`src/rtl/gpio_edge_pkg.sv`:
```
package gpio_edge_pkg;
   // Word index decoded from byte offset bits [4:2]
   typedef enum logic [2:0] {
      REG_IN   = 3'd0,
      REG_OUT  = 3'd1,
      REG_OE   = 3'd2,
      REG_IEN  = 3'd3,
      REG_TRIG = 3'd4,
      REG_ALT  = 3'd5,
      REG_CTRL = 3'd6,
      REG_FLAG = 3'd7
   } reg_sel_e;

   localparam int CTRL_W  = 4;
   localparam int CB_IEN  = 0;   // interrupt detection enable
   localparam int CB_FLAG = 1;   // summary interrupt flag
   localparam int CB_XCLK = 2;   // external update strobe
   localparam int CB_XNEG = 3;   // falling external edge
endpackage

```
`src/rtl/gpio_sync.sv`:
```
module gpio_sync #(
   parameter int W      = 1,
   parameter int STAGES = 2
) (
   input  logic         clk,
   input  logic         rst_n,
   input  logic [W-1:0] d,
   output logic [W-1:0] q
);
   logic [W-1:0] st [STAGES];

   generate
      for (genvar i = 0; i < STAGES; i++) begin : g_stage
         if (i == 0) begin : g_first
            always_ff @(posedge clk or negedge rst_n)
               if (!rst_n) st[0] <= '0;
               else        st[0] <= d;
         end else begin : g_next
            always_ff @(posedge clk or negedge rst_n)
               if (!rst_n) st[i] <= '0;
               else        st[i] <= st[i-1];
         end
      end
   endgenerate

   assign q = st[STAGES-1];
endmodule

```
`src/rtl/gpio_bus_if.sv`:
```
module gpio_bus_if
   import gpio_edge_pkg::*;
#(
   parameter int DATA_W = 32
) (
   input  logic              clk,
   input  logic              rst_n,
   input  logic              stb,
   input  logic              we,
   input  logic [4:0]        adr,
   input  logic [DATA_W-1:0] rd_val,
   output reg_sel_e          sel,
   output logic              wr_en,
   output logic              ack,
   output logic [DATA_W-1:0] rdat
);
   logic pend;
   logic aligned;

   assign sel     = reg_sel_e'(adr[4:2]);
   assign aligned = (adr[1:0] == 2'b00);
   assign wr_en   = pend && we && aligned;

   always_ff @(posedge clk or negedge rst_n) begin
      if (!rst_n) begin
         pend <= 1'b0;
         ack  <= 1'b0;
         rdat <= '0;
      end else begin
         pend <= stb && !pend && !ack;
         ack  <= pend;
         if (pend) rdat <= (aligned && !we) ? rd_val : '0;
      end
   end

   a_r3_ack_single: assert property (@(posedge clk) disable iff (!rst_n)
      ack |=> !ack);
   a_r3_ack_latency: assert property (@(posedge clk) disable iff (!rst_n)
      $rose(ack) |-> ($past(stb) && $past(stb, 2)));
endmodule

```
`src/rtl/gpio_regs.sv`:
```
module gpio_regs
   import gpio_edge_pkg::*;
#(
   parameter int NPIN   = 32,
   parameter int DATA_W = 32
) (
   input  logic              clk,
   input  logic              rst_n,
   input  logic              wr_en,
   input  reg_sel_e          sel,
   input  logic [DATA_W-1:0] wdat,
   input  logic [NPIN-1:0]   pin_s,
   input  logic [NPIN-1:0]   aux_in,
   input  logic              tick,
   output logic [DATA_W-1:0] rd_val,
   output logic [NPIN-1:0]   pin_out,
   output logic [NPIN-1:0]   pin_oe,
   output logic              xclk_sel,
   output logic              xneg_sel,
   output logic              irq
);
   logic [NPIN-1:0]   out_r, oe_r, ien_r, trig_r, alt_r, flag_r, in_r;
   logic [CTRL_W-1:0] ctrl_r, ctrl_nx;
   logic [NPIN-1:0]   flag_nx, in_new, rose, fell, rel, hit;
   logic [NPIN-1:0]   wd;

   assign wd     = wdat[NPIN-1:0];
   assign in_new = pin_s & ~oe_r;
   assign rose   = in_new & ~in_r;
   assign fell   = in_r & ~in_new;
   assign rel    = (trig_r & rose) | (~trig_r & fell);
   assign hit    = (tick && ctrl_r[CB_IEN]) ? (rel & ien_r) : '0;

   always_comb begin
      ctrl_nx = (wr_en && sel == REG_CTRL) ? wdat[CTRL_W-1:0] : ctrl_r;
      flag_nx = (wr_en && sel == REG_FLAG) ? wd : flag_r;
      flag_nx = flag_nx | hit;
      if (|hit) ctrl_nx[CB_FLAG] = 1'b1;
   end

   always_comb begin
      case (sel)
         REG_IN:   rd_val = DATA_W'(in_r | out_r);
         REG_OUT:  rd_val = DATA_W'(out_r);
         REG_OE:   rd_val = DATA_W'(oe_r);
         REG_IEN:  rd_val = DATA_W'(ien_r);
         REG_TRIG: rd_val = DATA_W'(trig_r);
         REG_ALT:  rd_val = DATA_W'(alt_r);
         REG_CTRL: rd_val = DATA_W'(ctrl_r);
         default:  rd_val = DATA_W'(flag_r);
      endcase
   end

   always_ff @(posedge clk or negedge rst_n) begin
      if (!rst_n) begin
         out_r   <= '0;
         oe_r    <= '0;
         ien_r   <= '0;
         trig_r  <= '0;
         alt_r   <= '0;
         flag_r  <= '0;
         in_r    <= '0;
         ctrl_r  <= '0;
         pin_out <= '0;
         pin_oe  <= '0;
      end else begin
         if (wr_en) begin
            case (sel)
               REG_OUT:  out_r  <= wd;
               REG_OE:   oe_r   <= wd;
               REG_IEN:  ien_r  <= wd;
               REG_TRIG: trig_r <= wd;
               REG_ALT:  alt_r  <= wd;
               default:  ;
            endcase
         end
         ctrl_r <= ctrl_nx;
         flag_r <= flag_nx;
         if (tick) begin
            in_r    <= in_new;
            pin_out <= ((out_r & ~alt_r) | (aux_in & alt_r)) & oe_r;
            pin_oe  <= oe_r;
         end
      end
   end

   assign irq      = ctrl_r[CB_FLAG];
   assign xclk_sel = ctrl_r[CB_XCLK];
   assign xneg_sel = ctrl_r[CB_XNEG];

   a_r4_oe_mask: assert property (@(posedge clk) disable iff (!rst_n)
      (pin_out & ~pin_oe) == '0);
   a_r7_flag_sticky: assert property (@(posedge clk) disable iff (!rst_n)
      !(wr_en && sel == REG_FLAG) |=> ((flag_r & $past(flag_r)) == $past(flag_r)));
   a_r6_irq_cause: assert property (@(posedge clk) disable iff (!rst_n)
      $rose(irq) |-> ($past(ctrl_r[CB_IEN]) || $past(wr_en && sel == REG_CTRL)));
   a_r8_hold_between_edges: assert property (@(posedge clk) disable iff (!rst_n)
      (ctrl_r[CB_XCLK] && !tick) |=> ($stable(in_r) && $stable(pin_out) && $stable(pin_oe)));
endmodule

```
`src/rtl/gpio_edge_ctrl.sv`:
```
module gpio_edge_ctrl
   import gpio_edge_pkg::*;
#(
   parameter int NPIN        = 32,
   parameter int DATA_W      = 32,
   parameter int SYNC_STAGES = 2
) (
   input  logic              clk,
   input  logic              rst_n,
   input  logic              bus_stb,
   input  logic              bus_we,
   input  logic [4:0]        bus_adr,
   input  logic [DATA_W-1:0] bus_wdat,
   output logic [DATA_W-1:0] bus_rdat,
   output logic              bus_ack,
   input  logic [NPIN-1:0]   pin_in,
   input  logic [NPIN-1:0]   aux_in,
   input  logic              ext_clk,
   output logic [NPIN-1:0]   pin_out,
   output logic [NPIN-1:0]   pin_oe,
   output logic              irq
);
   localparam int SW = NPIN + 1;

   initial begin
      if (NPIN < 1 || NPIN > DATA_W) $fatal(1, "NPIN must be in 1..DATA_W");
      if (DATA_W < CTRL_W)           $fatal(1, "DATA_W too narrow for control");
      if (SYNC_STAGES < 2)           $fatal(1, "SYNC_STAGES must be at least 2");
   end

   logic [SW-1:0]     sync_q;
   logic [NPIN-1:0]   pin_s;
   logic              xs, xs_prev, xclk_sel, xneg_sel, tick, wr_en;
   logic [DATA_W-1:0] rd_val;
   reg_sel_e          sel;

   gpio_sync #(.W(SW), .STAGES(SYNC_STAGES)) i_sync (
      .clk(clk), .rst_n(rst_n), .d({ext_clk, pin_in}), .q(sync_q));

   assign pin_s = sync_q[NPIN-1:0];
   assign xs    = sync_q[NPIN];

   always_ff @(posedge clk or negedge rst_n)
      if (!rst_n) xs_prev <= 1'b0;
      else        xs_prev <= xs;

   assign tick = !xclk_sel ? 1'b1
               : (xneg_sel ? (xs_prev && !xs) : (xs && !xs_prev));

   gpio_bus_if #(.DATA_W(DATA_W)) i_bus (
      .clk(clk), .rst_n(rst_n), .stb(bus_stb), .we(bus_we), .adr(bus_adr),
      .rd_val(rd_val), .sel(sel), .wr_en(wr_en), .ack(bus_ack), .rdat(bus_rdat));

   gpio_regs #(.NPIN(NPIN), .DATA_W(DATA_W)) i_regs (
      .clk(clk), .rst_n(rst_n), .wr_en(wr_en), .sel(sel), .wdat(bus_wdat),
      .pin_s(pin_s), .aux_in(aux_in), .tick(tick), .rd_val(rd_val),
      .pin_out(pin_out), .pin_oe(pin_oe), .xclk_sel(xclk_sel),
      .xneg_sel(xneg_sel), .irq(irq));
endmodule

```
`config.mk`:
```
export PLATFORM = sky130hd
export DESIGN_NAME = gpio_edge_ctrl
export DESIGN_NICKNAME = d
export VERILOG_FILES = /design/src/rtl/gpio_edge_pkg.sv /design/src/rtl/gpio_sync.sv /design/src/rtl/gpio_bus_if.sv /design/src/rtl/gpio_regs.sv /design/src/rtl/gpio_edge_ctrl.sv
export SDC_FILE = /design/constraint.sdc
export NUM_CORES = 1
export LEC_CHECK = 0
export BUFFER_PORTS_ARGS = -buffer_cell sky130_fd_sc_hd__buf_2
export CORE_ASPECT_RATIO = 1.25
export CORE_UTILIZATION = 50
export CTS_CLUSTER_SIZE = 16
export DETAILED_ROUTE_END_ITERATION = 10
export PLACE_DENSITY_LB_ADDON = 0.2
export SLEW_MARGIN = 20
export SYNTH_ARGS = -nofsm -noshare
export SYNTH_HDL_FRONTEND = slang
export SYNTH_SLANG_ARGS = --single-unit
```
`constraint.sdc`:
```
create_clock -name clk -period 1.8 [get_ports clk]
set_input_delay 0.27 -clock clk [delete_from_list [all_inputs] [get_ports clk]]
set_output_delay 0.27 -clock clk [all_outputs]
set_load 0.01 [all_outputs]
```
# Word level (Yosys, flattened, before mapping)
# Index checks and enable logic that the tools add are counted.
# totals
register_bits	393
inputBits	106
wordCells	74
out_inout_bits	98
# op_classes
n_eq_ne	7
reduce_logical	24
muxes	8
bitwise_logic	18
# op_table
operator	n
bitwise AND 32 bit	9
one-hot mux 32 bit (7 select lines)	1
inverter 32 bit	5
bitwise OR 32 bit	4
2-to-1 mux 32 bit	3
OR reduction 32 bit	1
equality test 3 bit (second input constant)	4
logical AND 1 bit	10
AND reduction 2 bit	5
equality test 3 x 2 -> 1 bit (second input constant)	2
zero test 1 bit	5
equality test 3 x 1 -> 1 bit (second input constant)	1
zero test 3 bit	1
2-to-1 mux 1 bit	3
zero test 2 bit	1
2-to-1 mux 2 bit	1
nonzero test 2 bit	1

# Logic depth before layout (Yosys ltp)
# Gate-level depths: netlist of run 1.
# depth
word_depth	10
ltp_mapped	10
depth_no_buf	7

# Hierarchy
# Synthesis of run 1 repeated with hierarchy kept, for this count alone.
# unflattened
cells_unflattened	1605
area_unflattened_um2	18171.2
# by_module_without_submodules
mod	cells_each	seq_area_each_um2	area_each_um2	n_inst
gpio_regs	1354	7307.0	14625.3	1
gpio_sync	99	1651.6	1899.3	1
gpio_bus_if	148	850.8	1600.3	1
gpio_edge_ctrl	4	25.0	46.3	1

# Worst setup path before layout of run 1
# OpenSTA, ideal clock, no wires.
# synth_timing
kind	register to register
from	reg i_sync.st, in the netlist i_sync.q[31]
to	reg i_regs.ctrl_r[1]
arrival_time_ns	1.589
path_stages_with_launch	8
synth_period_minus_slack_ns	1.727
setup_ns	0.138
path_slack_ns	0.073
path_cell_list	dfrtp_1 nor2b_2 and3b_1 o21ai_1 nand4_1 or4_1 o21ai_1 nand4_1
# synth_via
elab_chain_cells	9
elab_cells_between_ends	12
cone_classes	mux (2); bitwise (8); reduce/logical (2)
# synth_lines
item	line_no	text
from (decl)	gpio_sync.sv:10	logic [W-1:0] st [STAGES];
from (signal, indexed assignment)	gpio_sync.sv:21	else st[i] <= st[i-1];
bitwise AND 32 bit (*)	gpio_regs.sv:28	assign in_new = pin_s & ~oe_r;
inverter 32 bit	gpio_regs.sv:30	assign fell = in_r & ~in_new;
bitwise AND 32 bit	gpio_regs.sv:30	
bitwise AND 32 bit	gpio_regs.sv:31	assign rel = (trig_r & rose) | (~trig_r & fell);
bitwise OR 32 bit (*)	gpio_regs.sv:31	
bitwise AND 32 bit (*)	gpio_regs.sv:32	assign hit = (tick && ctrl_r[CB_IEN]) ? (rel & ien_r) : '0;
2-to-1 mux 32 bit (*)	gpio_regs.sv:32	
OR reduction 32 bit (*)	gpio_regs.sv:38	if (|hit) ctrl_nx[CB_FLAG] = 1'b1;
2-to-1 mux 1 bit / nonzero test 2 bit (equally long branches)	--	
to (signal assigned)	gpio_regs.sv:77	ctrl_r <= ctrl_nx;
to (decl)	gpio_regs.sv:23	logic [CTRL_W-1:0] ctrl_r, ctrl_nx;
# Every way passes the cells marked *; elsewhere a longest branch is shown, timed or not.
# A chain may end at the register's enable or synchronous reset.

# Worst setup path after layout of run 1
# layout_timing
from	reg i_sync.st, in the netlist i_sync.q[6]
to	reg i_regs.ctrl_r[1]
# The elaborated chain is that of the path after synthesis.

==> results.toml, run 1 <==
[drt]
firstDrtPassIters = 5
drt_iter0_drc = 880
drtAntennaViolNets = 0
wl_per_cell_um = 21.1
vias = 13000
drt-total-wl_um = 48600
drc = 0
routed_via_density = 5.63

[cts]
cts_sinks = 393
cts_buffers = 40
cts_tree = "done"
clock_latency_ns = 0.55
h-tree-depth = 2
root_buffer = "clkbuf_16"
cts_buffer_depth = 3
path_clk_slew_ns = 0.06

[sta]
layout_setup_ws_ns = -0.278
setup_violations = 1
rsz0062_at_grt = "yes"
hold_viol = 0
clock-skew-final_ns = 0.0145
period_needed_ns = 2.08
fmax_mhz = 481
post-route-period-util_pct = 115
worstMarginPinSlew_ns = 1.20
slew_headroom_pct = 19.6
slew_violations = 0

[cells_and_area]
nets = 1952
syn_to_final_growth_pct = 27.5
drive_above_1_share_pct = 32.0
final_area_um2 = 21700

[yosys]
synth_cell_types = 38
async_flop_share_pct = 100
synth-seq-cells = 393
synthFlopType = "dfrtp_1"
ys_seq_area_share_pct = 57.9
synth_area_um2 = 17000
syn-instance-count = 1479
ys.warnings.count = 0
synth.net_count = 1585
avgSynthCellArea_um2 = 11.5
synth_edf_count = 0

[die]
start_util_pct = 50.7
rows = 75
core-area_um2 = 33500
dieHeight_um = 208
io_pins = 204
dieArea_um2 = 34700
die_w_um = 167

[global_route]
antenna_found_initial = 1
grt_usage_pct = 28.4
grt_max_degree = 65
grt_pass1_wl_um = 75500
overflow = 0
grt_pass1_vias = 13400

[placed_design]
io_buffers = 203
placed_area_um2 = 19800
place_hpwl_um = 31900
gp_congestion = 0.861

[power]
vdd_drop_max_uv = 650
report.power.total_w = 0.0213
p_sw_w = 0.00550
internal_power_w = 0.0158
power_frac_seq_pct = 47.3
pwr-share-comb_pct = 13.8
p_per_area_nw_per_um2 = 985
swShare_pct = 25.8
leakage_nw = 10.8
power_frac_clock_pct = 38.9

[setup_path]
crit_path_start_kind = "register"
crit_type = "register to register"
timing.rr.start = "i_sync.q[6]"
cp-end-kind = "register"
r2r_slack_ns = -0.28
required_ns = 2.21
cp-startpoint = "i_sync.q[6]"
cp-endpoint = "i_regs.ctrl_r[1]"
rr_worst_depth = 7
worstPathArrival_ns = 2.49
worst_r2r_endpoint = "i_regs.ctrl_r[1]"
cp_max_fo = 3

[run_status]
status = "finished with violations"
violations = "setup timing"

[job]
maxCapViolCount = 0

[worst_hold_path]
hp-class = "input port to register"
==> synth_stat cells, types with 2 or more instances <==
cell	instances	share of area, %
nor2b_1	34	1.3
o211ai_1	4	0.18
a31oi_1	5	0.18
and3_1	5	0.18
mux2_1	105	7.0
o21ai_0	46	1.4
nand4_1	8	0.29
nor2_1	102	2.3
dfrtp_1	393	58
buf_1	4	0.088
and2_1	2	0.074
and3b_1	32	1.7
inv_1	32	0.71
nand2_1	198	4.4
a221oi_1	21	1.1
nor2b_2	3	0.15
nand2b_1	2	0.074
mux2i_1	34	2.0
o221ai_1	6	0.31
nor3b_1	33	1.5
o21ai_1	24	0.71
clkbuf_1	38	0.84
mux2_2	129	8.6
a211oi_1	16	0.71
or4_1	2	0.088
buf_4	6	0.27
buf_2	37	1.1
o22ai_1	57	2.1
a21oi_1	51	1.5
nand3_1	41	1.2
inv_2	2	0.044
==> worst min path at each step <==
stage / end / slack, ns / cells after the start / startpoint
after floorplan: i_bus.ack / -0.03 / 0 / rst_n
after global placement: i_regs.pin_out[10] / 0.23 / 1 / rst_n
after detailed placement: i_regs.pin_out[10] / 0.24 / 1 / rst_n
after CTS: i_regs.flag_r[5] / 0.008 / 3 / bus_wdat[5]
after global routing: i_regs.ien_r[27] / 0.03 / 2 / bus_wdat[27]
final: i_regs.flag_r[5] / 0.03 / 3 / bus_wdat[5]
==> logic make-up (layout without fill, tap and decap cells) <==
group,count (synthesis),after routing,share of synthesized area (%)
and+or+nand+nor,466,466,13.3
muxes,268,268,17.5
other,0,2,0
DFF,393,393,57.9
buffers and inverters,119,516,3.04
AOI/OAI and AO/OA,233,233,8.28
==> layout make-up <==
type / count / area [um^2]
repair buffers: 410 / 3110
inverters: 34 / 128
multi-input cells: 967 / 6730
diodes: 2 / 5.00
clock buffers: 56 / 1160
well taps: 423 / 529
clock inverters: 16 / 145
flip-flops and latches: 393 / 9840
fillers: 2647 / 11800
==> state kept, by name, indices dropped and copies added (netlist names) <==
name,cells
i_regs.ien_r,32
i_regs.ctrl_r,4
i_regs.oe_r,32
i_regs.alt_r,32
i_sync.q,33
i_regs.out_r,32
i_bus.ack,1
i_regs.pin_out,32
i_regs.in_r,32
i_regs.trig_r,32
i_regs.pin_oe,32
i_sync.st,33
i_regs.flag_r,32
i_bus.pend,1
xs_prev,1
i_bus.rdat,32
==> placed cells by master (no fill, tap or decap), drive strengths merged, types with 2 or more instances in the layout <==
master / instances
and3: 5
inv: 36
buf: 372
o21ai: 71
nand2b: 2
nor3b: 33
dfrtp: 393
mux2i: 34
a211oi: 16
nor2: 102
and3b: 32
a31oi: 5
o22ai: 57
o221ai: 6
nand3: 41
bufinv: 2
nand4: 8
diode: 2
dlygate4sd3: 36
o211ai: 4
and2: 2
nand2: 198
mux2: 234
clkinv: 12
nor2b: 37
a221oi: 21
a21oi: 51
clkbuf: 57
or4: 2
==> per-stage QoR <==
step	util (%)	cells	hold WS, ns	setup TNS (ns)	setup slack, ns
2_1_floorplan	-	1479	-0.0256	0	0.0733
3_3_place_gp	59.0	2184	0.233	-22.17	-0.348
3_5_place_dp	59.0	2184	0.237	-26.80	-0.436
4_1_cts	64.5	2297	0.00821	-0.274	-0.274
5_1_grt	64.6	2300	0.0286	-0.348	-0.348
6_report	64.6	2301	0.0266	-0.278	-0.278
==> what timing repair did <==
action,CTS,global route
endpoints found under the hold margin,75,0
resized for setup,18,6
buffers inserted,2,1
setup endpoints to repair,13,14
pin swaps,4,3
hold buffers,36,0
gates cloned,3,1
==> layer usage <==
metal,routed length [um],vias to the layer above,global-route usage [%]
met5,0,-,0
met2,24400,370,48.8
met4,1620,0,11.2
li1,-,5945,-
met3,2110,97,3.82
met1,20400,6542,36.4
==> power groups by stage <==
stage	clock network, W	logic (W)	registers [W]
floorplan	0	0.00139	0.0102
global placement	0	0.00274	0.0102
detailed placement	0	0.00281	0.0102
CTS	0.00843	0.00293	0.0101
global route	0.00876	0.00320	0.0102
finish	0.00830	0.00294	0.0101
==> critical path: stages, from the launching register on <==
cell	delay, ns
dfrtp_1	0.36
nor2b_2	0.16
and3b_1	0.19
o21ai_2	0.16
nand4_1	0.22
or4_4	0.59
o21ai_2	0.16
nand4_1	0.10
Note: power is estimated with default switching activity, not from simulation.
==> inputs of run 2 (changes only) <==
==> constraint.sdc (replaced) <==
create_clock -name clk -period 2.05 [get_ports clk]
set_input_delay 0.3075 -clock clk [delete_from_list [all_inputs] [get_ports clk]]
set_output_delay 0.3075 -clock clk [all_outputs]
set_load 0.01 [all_outputs]
==> run 2 against run 1 <==
Net effect: the flow now finishes without violations; register-to-register slack improved by 0.30 ns; routed wire length shrank 2.7%; sequential share of layout area increased by 1.3 points; largest cell class unchanged.
==> results.toml, run 2 (synthesized netlist as in run 1, its figures left out) <==
[cts]
post_cts_buffers = 0
cts_buffer_depth = 3
cts_sinks = 393
clock_latency_ns = 0.55
root_buffer = "clkbuf_16"
path_clk_slew_ns = 0.06
h-tree-depth = 2
cts_tree = "done"
cts_buffers = 40

[die]
core-area_um2 = 33500
dieArea_um2 = 34700
die_w_um = 167
io_pins = 204
rows = 75
dieHeight_um = 208
start_util_pct = 50.7

[setup_path]
crit_family = "simple AND/OR/NAND/NOR gates"
crit_type = "register to register"
cp_max_fo = 3
critPathMaxStageDelay_ns = 0.58
worstPathCellList = "nor2b_1 > and3b_1 > o21ai_2 > nand4_1 > or4_4 > o21ai_2 > nand4_1"
required_ns = 2.45
cp_num_buf_inv = 0
slowest_stage = "or4_4"
crit_path_start_kind = "register"
worstPathArrival_ns = 2.43
cp-end-kind = "register"

[global_route]
grt_pass1_wl_um = 75000
grt_max_degree = 58
grt_usage_pct = 28.0
grt_pass1_vias = 13400
overflow = 0
antenna_found_initial = 3

[sta]
setup_violations = 0
slew_violations = 0
post-route-period-util_pct = 99.2
fmax_mhz = 492
slew_headroom_pct = 22.5
period_needed_ns = 2.03
worstMarginPinSlew_ns = 1.16
rsz0062_at_grt = "yes"
hold_viol = 0
setup_tns_ns = 0
clock-skew-final_ns = 0.0165

[power]
vdd_drop_max_uv = 702
leakage_nw = 10.5
p_per_area_nw_per_um2 = 901

[placed_design]
gp_congestion = 0.867
place_hpwl_um = 31500
io_buffers = 203
place_inst = 2122
placed_area_um2 = 19200

[job]
maxCapViolCount = 0

[drt]
wl_per_cell_um = 21.2
drt-total-wl_um = 47300
routed_via_density = 5.70
drt_iter0_drc = 898
drc = 0
firstDrtPassIters = 5
vias = 12700
drtAntennaViolNets = 0

[cells_and_area]
final_area_um2 = 21000
final_cells = 2231
syn_to_final_growth_pct = 23.8
fillCellCount = 2697
layout_commonest_cell = "dfrtp_1"
nets = 1881
drive_above_1_share_pct = 29.5
layout_common_cells = "dfrtp_1, buf_2, nand2_1, mux2_2, mux2_1"

[worst_hold_path]
hp-class = "input port to register"

[run_status]
status = "finished, final reports clean"
-- run 2: power by group --
group / total (W) / internal [W] / switching [W]
clock network: 0.00770 / 0.00458 / 0.00312
registers: 0.00887 / 0.00841 / 0.000466
logic: 0.00237 / 0.00113 / 0.00125
-- run 2: worst register-to-register path: cells and delay by family, from the launching register on --
family / cells / cell delay (ns)
AO/OA/AOI/OAI: 2 / 0.31
flip-flops: 1 / 0.37
AND/OR/NAND/NOR: 5 / 1.23
-- run 2: timing repair --
item | in CTS | in global routing
hold buffers | 34 | 0
pin swaps | 1 | 4
gates resized for setup | 5 | 15
hold endpoints to repair | 69 | 0
setup endpoints to repair | 1 | 1
-- run 2: cell type report --
| cell class | instances | area (um^2) | area share (%) |
|---|---|---|---|
| sequential | 393 | 9840 | 46.8 |
| multi-input combinational | 967 | 6740 | 32.0 |
| timing repair buffer | 339 | 2410 | 11.5 |
| clock buffer | 55 | 1150 | 5.46 |
| tap | 423 | 529 | 2.52 |
| clock inverter | 18 | 238 | 1.13 |
| inverter | 34 | 128 | 0.607 |
| antenna | 2 | 5.00 | 0.0238 |
-- run 2: final timing paths --
path | from | endpoint | slack (ns) | cells past startpoint
max | i_sync.q[6] | i_regs.ctrl_r[1] | 0.02 | 7
min | bus_stb | i_bus.pend | 0.04 | 2
max reg2reg | i_sync.q[6] | i_regs.ctrl_r[1] | 0.02 | 7
min reg2reg | i_sync.st[57] | i_sync.q[24] | 0.35 | 0
max in group asynchronous | rst_n | i_sync.q[16] | 1.05 | 4
min in group asynchronous | rst_n | i_regs.oe_r[9] | 0.26 | 2
-- run 2: through the flow --
stage / hold slack, ns / power, W / setup WS (ns) / utilization (%)
6_report: 0.0361 / 0.0189 / 0.0172 / 62.8
3_3_place_gp: 0.263 / 0.0112 / -0.115 / 57.5
3_5_place_dp: 0.263 / 0.0113 / -0.122 / 57.5
4_1_cts: 0.0214 / 0.0191 / -0.0227 / 62.6
2_1_floorplan: 0.0119 / 0.0102 / 0.323 / -
5_1_grt: 0.0196 / 0.0197 / -0.0531 / 62.8
-- run 2: routing by layer --
layer,vias up,GRT usage [%],routed length [um]
met1,6433,35.6,19600
met4,2,11.0,1490
met2,394,48.4,24000
met3,103,3.86,2180
li1,5795,-,-
met5,-,0,12
==> inputs of run 3 (changes only) <==
--- a/config.mk
+++ b/config.mk
@@ -8,6 +8,7 @@
 export BUFFER_PORTS_ARGS = -buffer_cell sky130_fd_sc_hd__buf_2
 export CORE_ASPECT_RATIO = 1.25
 export CORE_UTILIZATION = 50
+export CTS_BUF_LIST = sky130_fd_sc_hd__clkbuf_4
 export CTS_CLUSTER_SIZE = 16
 export DETAILED_ROUTE_END_ITERATION = 10
 export PLACE_DENSITY_LB_ADDON = 0.2
==> run 3 against run 2 <==
Net effect: core utilization increased by 1.5 points; fmax increased by 1.4%; flip-flop and latch count unchanged; via count increased by 5.4%; global-route usage increased by 0.83 points; critical path depth unchanged; non-clock buffer count increased by 67; highest routed layer is now met4; critical path type unchanged; clock-buffer cell count increased by 85.
==> results.toml, run 3 (synthesized netlist as in run 1, its figures left out) <==
[run_status]
status = "finished, final reports clean"

[drt]
firstDrtPassIters = 5
drt_iter0_drc = 751
drtAntennaViolNets = 0
vias = 13400
wl_per_cell_um = 20.3
drc = 0
routed_via_density = 5.61
drt-total-wl_um = 48500

[placed_design]
placed_area_um2 = 19200
place_hpwl_um = 31500
io_buffers = 203
gp_congestion = 0.867

[global_route]
grt_usage_pct = 28.9
antenna_found_initial = 2
grt_pass1_vias = 14200
grt_max_degree = 58
overflow = 0
grt_pass1_wl_um = 76900

[setup_path]
crit_family = "simple AND/OR/NAND/NOR gates"
worstPathArrival_ns = 2.67
slowest_stage = "or4_4"
crit_path_start_kind = "register"
critPathMaxStageDelay_ns = 0.49
cp-end-kind = "register"
cp_num_buf_inv = 0
crit_type = "register to register"
crit_top_cell = "nand4_1"
required_ns = 2.72
cp_max_fo = 5
worstPathCellList = "nor2b_1 > nor3b_1 > o21ai_1 > nand4_1 > or4_4 > o21ai_2 > nand4_1"

[power]
vdd_drop_max_uv = 404
leakage_nw = 10.8
p_per_area_nw_per_um2 = 829
report.power.total_w = 0.0178

[cts]
path_clk_slew_ns = 0.07
cts_buffer_depth = 3
h-tree-depth = 3
cts_tree = "done"
post_cts_buffers = 0
root_buffer = "clkbuf_4"
clock_latency_ns = 0.81
cts_buffers = 98
cts_sinks = 393

[sta]
post-route-period-util_pct = 97.7
slew_headroom_pct = 22.4
worstMarginPinSlew_ns = 1.16
holdWs_ns = 0.0932
hold_viol = 0
slew_violations = 0
period_needed_ns = 2.00
fmax_mhz = 499
setup_violations = 0
clock-skew-final_ns = 0.0578

[cells_and_area]
drive_above_1_share_pct = 31.3
layout_commonest_cell = "dfrtp_1"
layout_common_cells = "dfrtp_1, buf_2, nand2_1, clkbuf_4, mux2_2"
syn_to_final_growth_pct = 26.7
nets = 2006
final_area_um2 = 21500

[die]
io_pins = 204
dieHeight_um = 208
start_util_pct = 50.7
rows = 75
core-area_um2 = 33500
die_w_um = 167
dieArea_um2 = 34700

[worst_hold_path]
hp-class = "input port to register"

[job]
maxCapViolCount = 0
[run 3: tightest hold or removal path: cells and delay by family]
| kind | cells | cell delay [ns] |
|---|---|---|
| buffers and inverters | 1 | 0.10 |
| and+or+nand+nor | 2 | 0.26 |
| muxes | 1 | 0.15 |
[run 3: layout make-up]
type,instances,area [um^2]
fillers,2687,12000
diodes,2,5.00
repair buffers,406,3090
flip-flops and latches,393,9840
multi-input cells,967,6730
clock inverters,26,158
inverters,34,128
clock buffers,140,1050
well taps,423,529
[run 3: power breakdown]
group          internal, W  switching, W
clock              0.00337       0.00313
sequential         0.00841      0.000462
combinational      0.00121       0.00127
[run 3: routing by layer]
metal  vias up  global-route usage [%]  wire, um
met2       503                    49.0     24300
met1      6683                    35.4     19700
li1       6113                       -         -
met3       118                    4.70      2630
met4         0                    15.2      1860
met5         -                       0         0
[run 3: what timing repair did]
item	4_1_cts	5_1_grt
hold buffers	101	0
setup endpoints to repair	1	1
resized for setup	2	16
endpoints found under the hold margin	656	0
pin swaps	1	4
[run 3: through the flow]
step	util (%)	std cells	setup WS (ns)	TNS (ns)
2_1_floorplan	-	1479	0.323	0
3_3_place_gp	57.5	2122	-0.115	-0.115
3_5_place_dp	57.5	2122	-0.122	-0.125
4_1_cts	64.1	2389	0.00496	0
5_1_grt	64.3	2391	-0.0193	-0.0193
6_report	64.3	2391	0.0462	0
[run 3: path summary, 6_finish.rpt]
check | to | cells after the start | start | slack, ns
max | i_regs.ctrl_r[1] | 7 | i_regs.oe_r[29] | 0.05
min | i_regs.pin_out[18] | 4 | aux_in[18] | 0.09
max reg2reg | i_regs.ctrl_r[1] | 7 | i_regs.oe_r[29] | 0.05
min reg2reg | i_sync.q[21] | 0 | i_sync.st[54] | 0.35
max in group asynchronous | i_regs.trig_r[16] | 5 | rst_n | 0.92
min in group asynchronous | i_regs.trig_r[12] | 3 | rst_n | 0.51
